**src/rtl/mc_ctrl_pkg.sv**
```systemverilog
package mc_ctrl_pkg;

    // Step numbering. The bench and the documentation refer to these values.
    typedef enum logic [3:0] {
        ST_FETCH  = 4'd0,
        ST_DECODE = 4'd1,
        ST_ADDR   = 4'd2,
        ST_LDRD   = 4'd3,
        ST_LDWB   = 4'd4,
        ST_STWR   = 4'd5,
        ST_REXE   = 4'd6,
        ST_RWB    = 4'd7,
        ST_BEQ    = 4'd8,
        ST_JMP    = 4'd9
    } step_e;

    // Positions of the instruction classes in the match vector
    localparam int CL_RTYPE = 0;
    localparam int CL_LOAD  = 1;
    localparam int CL_STORE = 2;
    localparam int CL_BEQ   = 3;
    localparam int CL_JUMP  = 4;
    localparam int N_CLASS  = 5;

    // Datapath control bundle produced in every step
    typedef struct packed {
        logic       addr_sel_data;
        logic       mem_rd;
        logic       mem_wr;
        logic       wb_sel_mem;
        logic       ir_load;
        logic       pc_load;
        logic       pc_load_if_eq;
        logic [1:0] pc_src;
        logic [1:0] alu_mode;
        logic       alu_a_sel;
        logic [1:0] alu_b_sel;
        logic       dst_sel_rd;
        logic       rf_we;
    } ctrl_t;

    // Sequencer state register contents
    typedef struct packed {
        step_e step;
    } seq_t;

endpackage

```
**src/rtl/mc_op_classify.sv**
```systemverilog
module mc_op_classify #(
    parameter int                OP_W     = 6,
    parameter logic [OP_W-1:0]   OP_RTYPE = 6'b000000,
    parameter logic [OP_W-1:0]   OP_LOAD  = 6'b100011,
    parameter logic [OP_W-1:0]   OP_STORE = 6'b101011,
    parameter logic [OP_W-1:0]   OP_BEQ   = 6'b000100,
    parameter logic [OP_W-1:0]   OP_JUMP  = 6'b000010
) (
    input  logic [OP_W-1:0]                  opcode,
    output logic [mc_ctrl_pkg::N_CLASS-1:0]  cls_hit
);
    import mc_ctrl_pkg::*;

    // Code table, with entry index equal to the class position
    localparam logic [N_CLASS*OP_W-1:0] CODE_TAB = {OP_JUMP, OP_BEQ, OP_STORE, OP_LOAD, OP_RTYPE};

    for (genvar g = 0; g < N_CLASS; g++) begin : g_match
        assign cls_hit[g] = (opcode == CODE_TAB[g*OP_W +: OP_W]);
    end

endmodule

```
**src/rtl/mc_next_step.sv**
```systemverilog
module mc_next_step (
    input  mc_ctrl_pkg::step_e               cur,
    input  logic [mc_ctrl_pkg::N_CLASS-1:0]  cls_hit,
    output mc_ctrl_pkg::step_e               nxt
);
    import mc_ctrl_pkg::*;

    always_comb begin
        nxt = ST_FETCH;
        case (cur)
            ST_FETCH:  nxt = ST_DECODE;
            ST_DECODE: begin
                if (cls_hit[CL_LOAD] || cls_hit[CL_STORE]) nxt = ST_ADDR;
                else if (cls_hit[CL_RTYPE])                nxt = ST_REXE;
                else if (cls_hit[CL_BEQ])                  nxt = ST_BEQ;
                else if (cls_hit[CL_JUMP])                 nxt = ST_JMP;
                else                                       nxt = ST_FETCH;
            end
            ST_ADDR:   nxt = cls_hit[CL_LOAD] ? ST_LDRD : ST_STWR;
            ST_LDRD:   nxt = ST_LDWB;
            ST_REXE:   nxt = ST_RWB;
            // Every terminal step, and any unused code, goes back to fetch
            default:   nxt = ST_FETCH;
        endcase
    end

endmodule

```
**src/rtl/mc_step_decode.sv**
```systemverilog
module mc_step_decode (
    input  mc_ctrl_pkg::step_e  cur,
    output mc_ctrl_pkg::ctrl_t  ctl
);
    import mc_ctrl_pkg::*;

    always_comb begin
        ctl = '0;
        case (cur)
            ST_FETCH: begin
                ctl.mem_rd    = 1'b1;
                ctl.ir_load   = 1'b1;
                ctl.pc_load   = 1'b1;
                ctl.alu_b_sel = 2'b01;
            end
            ST_DECODE: begin
                ctl.alu_b_sel = 2'b11;
            end
            ST_ADDR: begin
                ctl.alu_a_sel = 1'b1;
                ctl.alu_b_sel = 2'b10;
            end
            ST_LDRD: begin
                ctl.mem_rd        = 1'b1;
                ctl.addr_sel_data = 1'b1;
            end
            ST_LDWB: begin
                ctl.rf_we      = 1'b1;
                ctl.wb_sel_mem = 1'b1;
            end
            ST_STWR: begin
                ctl.mem_wr        = 1'b1;
                ctl.addr_sel_data = 1'b1;
            end
            ST_REXE: begin
                ctl.alu_a_sel = 1'b1;
                ctl.alu_mode  = 2'b10;
            end
            ST_RWB: begin
                ctl.rf_we      = 1'b1;
                ctl.dst_sel_rd = 1'b1;
            end
            ST_BEQ: begin
                ctl.alu_a_sel     = 1'b1;
                ctl.alu_mode      = 2'b01;
                ctl.pc_load_if_eq = 1'b1;
                ctl.pc_src        = 2'b01;
            end
            ST_JMP: begin
                ctl.pc_load = 1'b1;
                ctl.pc_src  = 2'b10;
            end
            default: ctl = '0;
        endcase
    end

endmodule

```
**src/rtl/mc_step_ctrl.sv**
```systemverilog
module mc_step_ctrl #(
    parameter int                OP_W     = 6,
    parameter logic [OP_W-1:0]   OP_RTYPE = 6'b000000,
    parameter logic [OP_W-1:0]   OP_LOAD  = 6'b100011,
    parameter logic [OP_W-1:0]   OP_STORE = 6'b101011,
    parameter logic [OP_W-1:0]   OP_BEQ   = 6'b000100,
    parameter logic [OP_W-1:0]   OP_JUMP  = 6'b000010
) (
    input  logic            clk,
    input  logic            rst,
    input  logic [OP_W-1:0] opcode,
    output logic            addr_sel_data,
    output logic            mem_rd,
    output logic            mem_wr,
    output logic            wb_sel_mem,
    output logic            ir_load,
    output logic            pc_load,
    output logic            pc_load_if_eq,
    output logic [1:0]      pc_src,
    output logic [1:0]      alu_mode,
    output logic            alu_a_sel,
    output logic [1:0]      alu_b_sel,
    output logic            dst_sel_rd,
    output logic            rf_we
);
    import mc_ctrl_pkg::*;

    seq_t                 seq_d, seq_q;
    logic [N_CLASS-1:0]   cls_hit;
    step_e                nxt_step;
    ctrl_t                ctl;

    mc_op_classify #(
        .OP_W     (OP_W),
        .OP_RTYPE (OP_RTYPE),
        .OP_LOAD  (OP_LOAD),
        .OP_STORE (OP_STORE),
        .OP_BEQ   (OP_BEQ),
        .OP_JUMP  (OP_JUMP)
    ) i_classify (
        .opcode  (opcode),
        .cls_hit (cls_hit)
    );

    mc_next_step i_next (
        .cur     (seq_q.step),
        .cls_hit (cls_hit),
        .nxt     (nxt_step)
    );

    mc_step_decode i_decode (
        .cur (seq_q.step),
        .ctl (ctl)
    );

    always_comb begin
        seq_d      = seq_q;
        seq_d.step = nxt_step;
        if (rst) begin
            seq_d.step = ST_FETCH;
        end
    end

    always_ff @(posedge clk) begin
        seq_q <= seq_d;
    end

    // Moore outputs: a function of the registered step only
    assign addr_sel_data = ctl.addr_sel_data;
    assign mem_rd        = ctl.mem_rd;
    assign mem_wr        = ctl.mem_wr;
    assign wb_sel_mem    = ctl.wb_sel_mem;
    assign ir_load       = ctl.ir_load;
    assign pc_load       = ctl.pc_load;
    assign pc_load_if_eq = ctl.pc_load_if_eq;
    assign pc_src        = ctl.pc_src;
    assign alu_mode      = ctl.alu_mode;
    assign alu_a_sel     = ctl.alu_a_sel;
    assign alu_b_sel     = ctl.alu_b_sel;
    assign dst_sel_rd    = ctl.dst_sel_rd;
    assign rf_we         = ctl.rf_we;

endmodule

```
**config.mk**
```make
export PLATFORM = sky130hd
export DESIGN_NAME = mc_step_ctrl
export DESIGN_NICKNAME = d
export VERILOG_FILES = /design/src/rtl/mc_ctrl_pkg.sv /design/src/rtl/mc_op_classify.sv /design/src/rtl/mc_next_step.sv /design/src/rtl/mc_step_decode.sv /design/src/rtl/mc_step_ctrl.sv
export SDC_FILE = /design/constraint.sdc
export NUM_CORES = 1
export LEC_CHECK = 0
export CORE_UTILIZATION = 24
export DETAILED_ROUTE_END_ITERATION = 10
export SYNTH_ARGS = -nofsm -noshare
export SYNTH_HDL_FRONTEND = slang
export SYNTH_HIERARCHICAL = 1
export SYNTH_SLANG_ARGS = --single-unit
```
**constraint.sdc**
```tcl
create_clock -name clk -period 1.9 [get_ports clk]
set_input_delay 0.475 -clock clk [delete_from_list [all_inputs] [get_ports clk]]
set_output_delay 0.475 -clock clk [all_outputs]
set_load 0.01 [all_outputs]
```
# Word level (Yosys, flattened, before mapping)
# Cells that the tools add are included.
[classes] div=0 n_reduce_logical=8 shift=0 bitwise=0 eq_ne=13 multipliers=0 muxes=19 n_addsub=0 order_cmp=0
[ops] operator="4-bit one-hot mux with 5 select lines" n=1
[ops] operator="4-bit by 3-bit equality test with 1-bit output, second input constant" n=4
[ops] operator="4-bit two-way mux" n=4
[ops] operator="6-bit equality test, second input constant" n=2
[ops] operator="1-bit two-way mux" n=10
[ops] operator="4-bit by 2-bit equality test with 1-bit output, second input constant" n=2
[ops] operator="4-bit equality test, second input constant" n=2
[ops] operator="2-bit one-hot mux with 2 select lines" n=2
[ops] operator="2-bit OR reduction" n=4
[ops] operator="6-bit by 2-bit equality test with 1-bit output, second input constant" n=1
[ops] operator="6-bit by 3-bit equality test with 1-bit output, second input constant" n=1
[ops] operator="6-bit logical NOT" n=1
[ops] operator="2-bit one-hot mux with 3 select lines" n=1
[ops] operator="4-bit by 1-bit equality test with 1-bit output, second input constant" n=1
[ops] operator="4-bit logical NOT" n=1
[ops] operator="3-bit two-way mux" n=1
[ops] operator="3-bit OR reduction" n=1
[ops] operator="1-bit logical OR" n=1
[word_totals] mem_count=0 reg_bits=4 mem_bits_rw=0 latch_bits=0 rom_bits=0 out_inout_bits=16

# Logic depth before layout (Yosys ltp)
# Gate-level depths: netlist of run 1.
[logic_depth] word_depth=6 mapped_depth=5 mapped_depth_nobuf=5

# By module
# The synthesis of run 1 kept the hierarchy.
[modules_own_cells] mod="mc_step_decode" cells_per_inst=26 n_inst=1 seq_area_each_um2=0.0 area_each_um2=201.4
[modules_own_cells] mod="mc_next_step" cells_per_inst=16 n_inst=1 seq_area_each_um2=0.0 area_each_um2=128.9
[modules_own_cells] mod="mc_step_ctrl" cells_per_inst=8 n_inst=1 seq_area_each_um2=80.1 area_each_um2=105.1
[modules_own_cells] mod="mc_op_classify" cells_per_inst=9 n_inst=1 seq_area_each_um2=0.0 area_each_um2=61.3

# Worst setup path after synthesis of run 1
# Ideal clock, no wire load.
[synth_timing] kind="input port to flip-flop" from="input port opcode[1]" to="register seq_q[2] (netlist name)" arrival_time_ns=1.810 slack_ns=0.025 stages=5 setup_ns=0.065 cell_sequence="or4_4 -> nor3_1 -> nor4bb_1 -> o221a_2 -> nor2b_1"
[synth_lines] element="start: declaration" line_no="mc_step_ctrl.sv:11" text="input logic [OP_W-1:0] opcode,"
[synth_lines] element="6-bit logical NOT" line_no="mc_op_classify.sv:18" text="assign cls_hit[g] = (opcode == CODE_TAB[g*OP_W +: OP_W]);"
[synth_lines] element="via cls_hit[0]" line_no="mc_step_ctrl.sv:29" text="logic [N_CLASS-1:0] cls_hit;"
[synth_lines] element="4-bit two-way mux" line_no="mc_next_step.sv:14" text="else if (cls_hit[CL_RTYPE]) nxt = ST_REXE;"
[synth_lines] element="4-bit two-way mux" line_no="mc_next_step.sv:13" text="if (cls_hit[CL_LOAD] || cls_hit[CL_STORE]) nxt = ST_ADDR;"
[synth_lines] element="4-bit one-hot mux with 5 select lines" line_no="mc_next_step.sv:10" text="case (cur)"
[synth_lines] element="via nxt_step[2]" line_no="mc_step_ctrl.sv:30" text="step_e nxt_step;"
[synth_lines] element="end signal: assignment" line_no="mc_step_ctrl.sv:65" text="seq_q <= seq_d;"
[synth_lines] element="end: declaration" line_no="mc_step_ctrl.sv:28" text="seq_t seq_d, seq_q;"
# The timed path passes the listed nets, and every way through them passes these cells.
# A chain may end at the register's enable or synchronous reset.

# Final worst setup path of run 1
[layout_timing] from="input port opcode[0]" to="register seq_q[2] (netlist name)"
# Same word-level chain as after synthesis.

==> impl_metrics.csv, run 1 <==
group,metric,value,unit
detailed_routing,via_count,603,
finish,nets,110,
setup_path,worstPathArrival,2000,ps
timing,maxSlewViolCount,0,
cts,clk_path_buf_depth,2,
synthesis,syn-cell-area,497,sq um
finish,drive_above_1_share,45.0,%
grt,use_met3,0.377,%
grt,grt_antenna_before_repair,0,
timing,skew,0.885,ps
status,outcome,"complete, no violations",
power_and_ir_drop,p_per_area,290,nW/um^2
floorplan,die_w,47.5,um
timing,worst_slew_pin_slew,328,ps
synthesis,yosysSeqAreaShare,16.1,%
timing,layout_min_cycle_time,1840,ps
synthesis,synth_top_family_by_area,"simple AND/OR/NAND/NOR gates",
grt,grt_pass1_wl,2080,um
synthesis,syn_nets,67,
synthesis,ys_ff_latch,4,
worst_hold_path,hold_class,"reg -> reg",
synthesis,synth_compound_area_share,8.31,%
cts,path_clk_slew,40,ps
detailed_routing,antenna_left,0,
worst_hold_path,worstHoldStart,"seq_q[3]",
floorplan,start_util,25.3,%
setup_path,ff2ff_setup_slack,410,ps
synthesis,synth_top_area_share,16.1,%
setup_path,cp-start-kind,"input port",
placed_design,io_buffers,23,
floorplan,die_y,47.5,um
grt,grt_pass1_vias,537,
timing,max_freq,543,MHz
synthesis,netlist_instances,59,
setup_path,r2r_end,"seq_q[3]",
detailed_routing,drc,0,
setup_path,r2r_start,"seq_q[1]",
setup_path,ff2ff_path_depth,4,
placed_design,gp_congestion,0.759,
finish,area_growth,93.5,%
grt,grt_max_degree,9,
run,cap_viol_max_count,0,
floorplan,num_rows,16,
synthesis,synthAdderAreaFrac,0,%
detailed_routing,via_per_inst,4.75,
synthesis,synth_area_leader_cell,"dfxtp_1",
floorplan,core,1960,sq um
finish,stdcell_area,961,sq um
grt,globalRouteMet2Util,27.4,%
synthesis,muxShareOfSynthArea,0,%
finish,reg_top3,"seq_q (4)",
setup_path,crit_type,"in -> reg",
finish,diodes,0,
power_and_ir_drop,fin_total_pwr,0.000278,W
cts,clock-sinks,4,
power_and_ir_drop,p_leak,0.498,nW
timing,hold_viol,0,
setup_path,crit_path_end_kind,"flop",
detailed_routing,drt_wl_total,1360,um
synthesis,synth_area_per_cell,8.42,sq um
finish,largest_reg_flops,4,
setup_path,path_max_fanout,2,
worst_hold_path,hold_depth,3,
synthesis,yosysWarnings,6,
synthesis,synth_area_leaders,"dfxtp_1 (16%), nor3_1 (8.1%), nor3b_2 (7.6%)",
cts,ctsRootBufferMaster,"clkbuf_4",
setup_path,critical_path_required,2060,ps
cts,tritoncts.num_buffers,3,
floorplan,ios,24,
power_and_ir_drop,vdd_drop_max,0.140,mV
grt,grt_use_met1,11.6,%
detailed_routing,routedWlPerCell,10.7,um
grt,grt_usage,12.6,%
synthesis,yosys.area_share.simple,61.0,%
worst_hold_path,holdPathEnd,"seq_q[3]",
detailed_routing,drtIter0Drc,4,
floorplan,die_area,2260,sq um
placed_design,hpwl,1050,um
cts,cts_hold_buffers,0,
timing,slew_headroom,78.1,%
timing,final.period_utilization,97.0,%
cts,cts_tree,"yes",
synthesis,synth_xor_xnor_area_share,6.80,%
detailed_routing,first_pass_iters,4,
cts,cts_htree_levels,1,
timing,setup_viol,0,
placed_design,placed_area,865,sq um
finish,top_register,"seq_q",
cts,clkLatencyLatePin,220,ps
grt,busiest_layer,"met2",
grt,grt_overflow,0,
synthesis,synthDistinctLibCells,30,
## power breakdown
group	internal, W	leakage (nW)	switching (W)
clock	0.0000703	0.0138	0.0000286
sequential	0.0000853	0.0344	0.00000650
combinational	0.0000504	0.450	0.0000371
total	0.000206	0.498	0.0000723
## cell usage after synthesis
master    n
and2b_2   1
o221a_2   1
buf_2     1
dfxtp_1   4
a21oi_1   1
nand2b_1  4
xor2_2    1
nor4b_1   1
or4b_1    2
nor3_1    8
buf_6     1
buf_4     3
or4_4     2
xor2_1    1
and4b_1   1
nor4bb_1  1
nor4_1    2
nand2_1   2
nor3b_2   3
nand3_1   1
nor3b_1   1
or3b_1    1
nor4b_2   1
or2b_1    1
xnor2_1   1
nor2_1    5
o32ai_1   2
nor2b_1   4
o21bai_1  1
nor4_2    1
## final cells by class
type                    count  area, sq um
flip-flops and latches      4         88.8
multi-input cells          50          442
repair buffers             43          374
fillers                   217         1000
clock buffers               3         22.5
well taps                  27         33.8
## cell usage in the layout, fill, tap and decap left out, types with 2 or more instances in the layout
cell type and instances:
dfxtp_4 2, or4b_1 2, buf_2 2, or4_4 2, nor3b_2 3, nor3_1 6, nor2_1 5, dlygate4sd2_1 13
nor2b_1 4, nand2_1 2, nand2b_1 4, o32ai_1 2, clkbuf_4 3, dlymetal6s2s_1 6, buf_4 19
## per-stage QoR
stage	setup TNS, ps	hold slack [ps]	std cells	worst slack (ps)	util, %
6_report	0	783	127	57.5	49.0
5_1_grt	-14.6	817	127	-14.6	49.0
3_3_place_gp	-1730	762	123	-538	44.1
3_5_place_dp	-1940	772	123	-506	44.1
4_1_cts	-755	790	127	-179	46.4
2_1_floorplan	0	547	59	24.9	-
## timing repair
| action | 4_1_cts | 5_1_grt |
|---|---|---|
| setup buffers | 1 | 0 |
| setup endpoints to repair | 20 | 11 |
| pin swaps | 8 | 3 |
| gates resized for setup | 34 | 12 |
## kinds of logic (layout without fill, tap and decap cells)
family | Yosys count | in the layout
xor gates and xnor gates | 3 | 3
DFF | 4 | 4
and+or+nand+nor | 42 | 42
AOI/OAI and AO/OA | 5 | 5
buffers and inverters | 5 | 46
## metal layers
metal	share of wire (%)	vias up
met5	0	-
met4	1.8	0
li1	-	304
met3	6.0	2
met1	34	270
met2	58	27
## critical path, cell delays in order
cell and delay [ps]:
dlygate4sd2_1 250, or4_4 560, nor3_4 160, nor4bb_4 230, o221a_2 220, nor2b_1 110
## how the worst max path moves through the flow
stage,start,end
global placement,opcode[1],seq_q[0]
finish,opcode[0],seq_q[2]
CTS,seq_q[0],alu_mode[0]
floorplan,opcode[1],seq_q[2]
detailed placement,opcode[1],seq_q[0]
global route,opcode[0],seq_q[2]
No activity file was read; power rests on OpenSTA's default activity.
==> run 2: changes to the inputs <==
CTS_CLUSTER_DIAMETER = 120   (was not set)
==> results of run 2 <==
The final DEF is identical to that of run 1; final timing and power are the same.
==> run 3: changes to the inputs <==
CORE_MARGIN = 2   (was not set)
==> run 3 against run 2 <==
Power increased by 3.1%. Global-route usage fell by 1.3 points. Final area grew 0.39%. First-iteration DRC count shrank 75%. Cell count rose by 0.79%. Fmax decreased by 1.3%. Utilization increased by 0.19 points. Critical path depth is the same. Combinational power up 5.8%. Routed wire length down 0.22%. Flip-flop and latch count did not move. Worst hold slack better by 2.7 ps. Critical path type unchanged. Largest power group unchanged. Highest routed layer unchanged.
==> impl_metrics.csv, run 3 (same netlist as run 1, synthesis figures left out) <==
group,metric,value,unit
status,outcome,"complete, no violations",
finish,final_core_util,49.2,%
cts,clock-sinks,4,
placed_design,placed_area,872,sq um
floorplan,die_y,49.5,um
placed_design,io_buffers,23,
detailed_routing,via_count,610,
timing,skew,2.98,ps
finish,largest_reg_flops,4,
timing,maxSlewViolCount,0,
run,cap_viol_max_count,0,
power_and_ir_drop,p_leak,0.441,nW
cts,tritoncts.num_buffers,3,
floorplan,start_util,25.3,%
detailed_routing,top_layer_used,"met4",
timing,worst_slew_pin_slew,289,ps
setup_path,worstPathArrival,2030,ps
worst_hold_path,holdPathEnd,"seq_q[3]",
finish,reg_top3,"seq_q (4)",
cts,cts_tree,"yes",
timing,rsz0062_at_grt,"true",
cts,path_clk_slew,40,ps
detailed_routing,via_per_inst,4.77,
grt,grt_antenna_before_repair,0,
floorplan,core,1960,sq um
setup_path,slowest_stage,"or4b_4",
setup_path,crit_buf_inv,1,
finish,seq_area,92.6,sq um
detailed_routing,antenna_left,0,
power_and_ir_drop,vdd_drop_max,0.140,mV
power_and_ir_drop,fin_total_pwr,0.000287,W
cts,clk_path_buf_depth,2,
timing,hold_viol,0,
setup_path,cp-start-kind,"input port",
finish,area_growth,94.2,%
timing,setup_tns,0,ps
floorplan,die_area,2450,sq um
detailed_routing,first_pass_iters,4,
timing,final.period_utilization,98.3,%
worst_hold_path,hold_depth,3,
grt,grt_pass1_vias,551,
finish,layout_commonest_cell,"buf_4",
finish,multi_input_area,444,sq um
floorplan,die_w,49.5,um
grt,grt_overflow,0,
placed_design,hpwl,1010,um
setup_path,crit_path_end_kind,"flop",
detailed_routing,drt_wl_total,1360,um
worst_hold_path,worstHoldStart,"seq_q[3]",
grt,grt_max_degree,12,
detailed_routing,met1_length,493,um
setup_path,ff2ff_path_depth,4,
placed_design,gp_congestion,0.690,
detailed_routing,wl_met2,743,um
finish,top_register,"seq_q",
placed_design,place_ws,-450,ps
grt,grt_usage,11.3,%
cts,ctsRootBufferMaster,"clkbuf_4",
grt,grt_pass1_wl,2130,um
detailed_routing,drc,0,
timing,setup_viol,0,
setup_path,r2r_start,"seq_q[1]",
detailed_routing,drtIter0Drc,1,
timing,layout_min_cycle_time,1870,ps
finish,fillers,227,
timing,slew_headroom,80.6,%
finish,final_cell_mix,"buf_4 (20), dlygate4sd2_1 (18), nor3_1 (7)",
setup_path,path_max_fanout,3,
cts,clkLatencyLatePin,230,ps
finish,stdcell_area,965,sq um
worst_hold_path,hold_class,"reg -> reg",
setup_path,worstPathCellList,"dlygate4sd2_1, or3b_4, nor4_4, or4b_4, o32ai_2, nor2b_1",
setup_path,r2r_end,"seq_q[1]",
detailed_routing,routedWlPerCell,10.6,um
finish,diodes,0,
setup_path,crit_type,"in -> reg",
timing,setup_ws,32.6,ps
finish,drive_above_1_share,44.6,%
timing,max_freq,536,MHz
finish,nets,111,
floorplan,num_rows,16,
cts,cts_htree_levels,1,
floorplan,ios,24,
setup_path,ff2ff_setup_slack,450,ps
power_and_ir_drop,p_per_area,297,nW/um^2
detailed_routing,wl_met3,84,um
setup_path,cp_top_family,"simple AND/OR/NAND/NOR gates",
setup_path,critical_path_required,2070,ps
setup_path,max_stage_delay,490,ps
==> run 3: area by class of cell <==
type,count,area share [%]
Clock buffer,3,2.33
Multi-Input combinational cell,50,46.0
Sequential cell,4,9.60
Tap cell,27,3.50
Timing Repair Buffer,44,38.5
==> run 3: power by group <==
group	switching, W	internal [W]	leakage [nW]	total, W
sequential	0.00000575	0.0000839	0.0352	0.0000897
combinational	0.0000376	0.0000550	0.392	0.0000926
clock	0.0000338	0.0000706	0.0138	0.000104
==> run 3: repair_timing <==
item | in CTS | in global routing
resized for setup | 36 | 8
pin swaps | 9 | 5
cloned | 0 | 0
hold buffers | 0 | 0
endpoints found under the setup margin | 20 | 4
endpoints found under the hold margin | 0 | 0
buffers inserted | 1 | 0
==> run 3: per-stage QoR <==
step                hold WS, ps  cells
floorplan                   547     59
global placement            815    124
detailed placement          828    124
CTS                         774    128
global route                830    128
finish                      786    128
==> run 3: worst reg2reg max path, cell delays in order (launching register included) <==
cell	delay (ps)
dfxtp_4	370
buf_4	160
or4b_1	520
o32ai_1	170
nor2b_1	160
==> run 3: worst max-delay path by stage <==
stage / startpoint / end / slack, ps / depth (start not counted)
floorplan: opcode[1] / seq_q[2] / 20 / 5
global placement: opcode[1] / seq_q[0] / -410 / 6
detailed placement: opcode[1] / seq_q[0] / -450 / 6
CTS: seq_q[0] / alu_mode[1] / 8 / 3
global route: opcode[4] / seq_q[0] / -6 / 6
finish: opcode[4] / seq_q[0] / 30 / 6
==> run 3: metal layers <==
layer | up-vias | GRT usage, %
met2 | 26 | 23.0
met1 | 273 | 9.96
met5 | - | 0
met4 | 0 | 9.72
li1 | 307 | -
met3 | 4 | 0.303
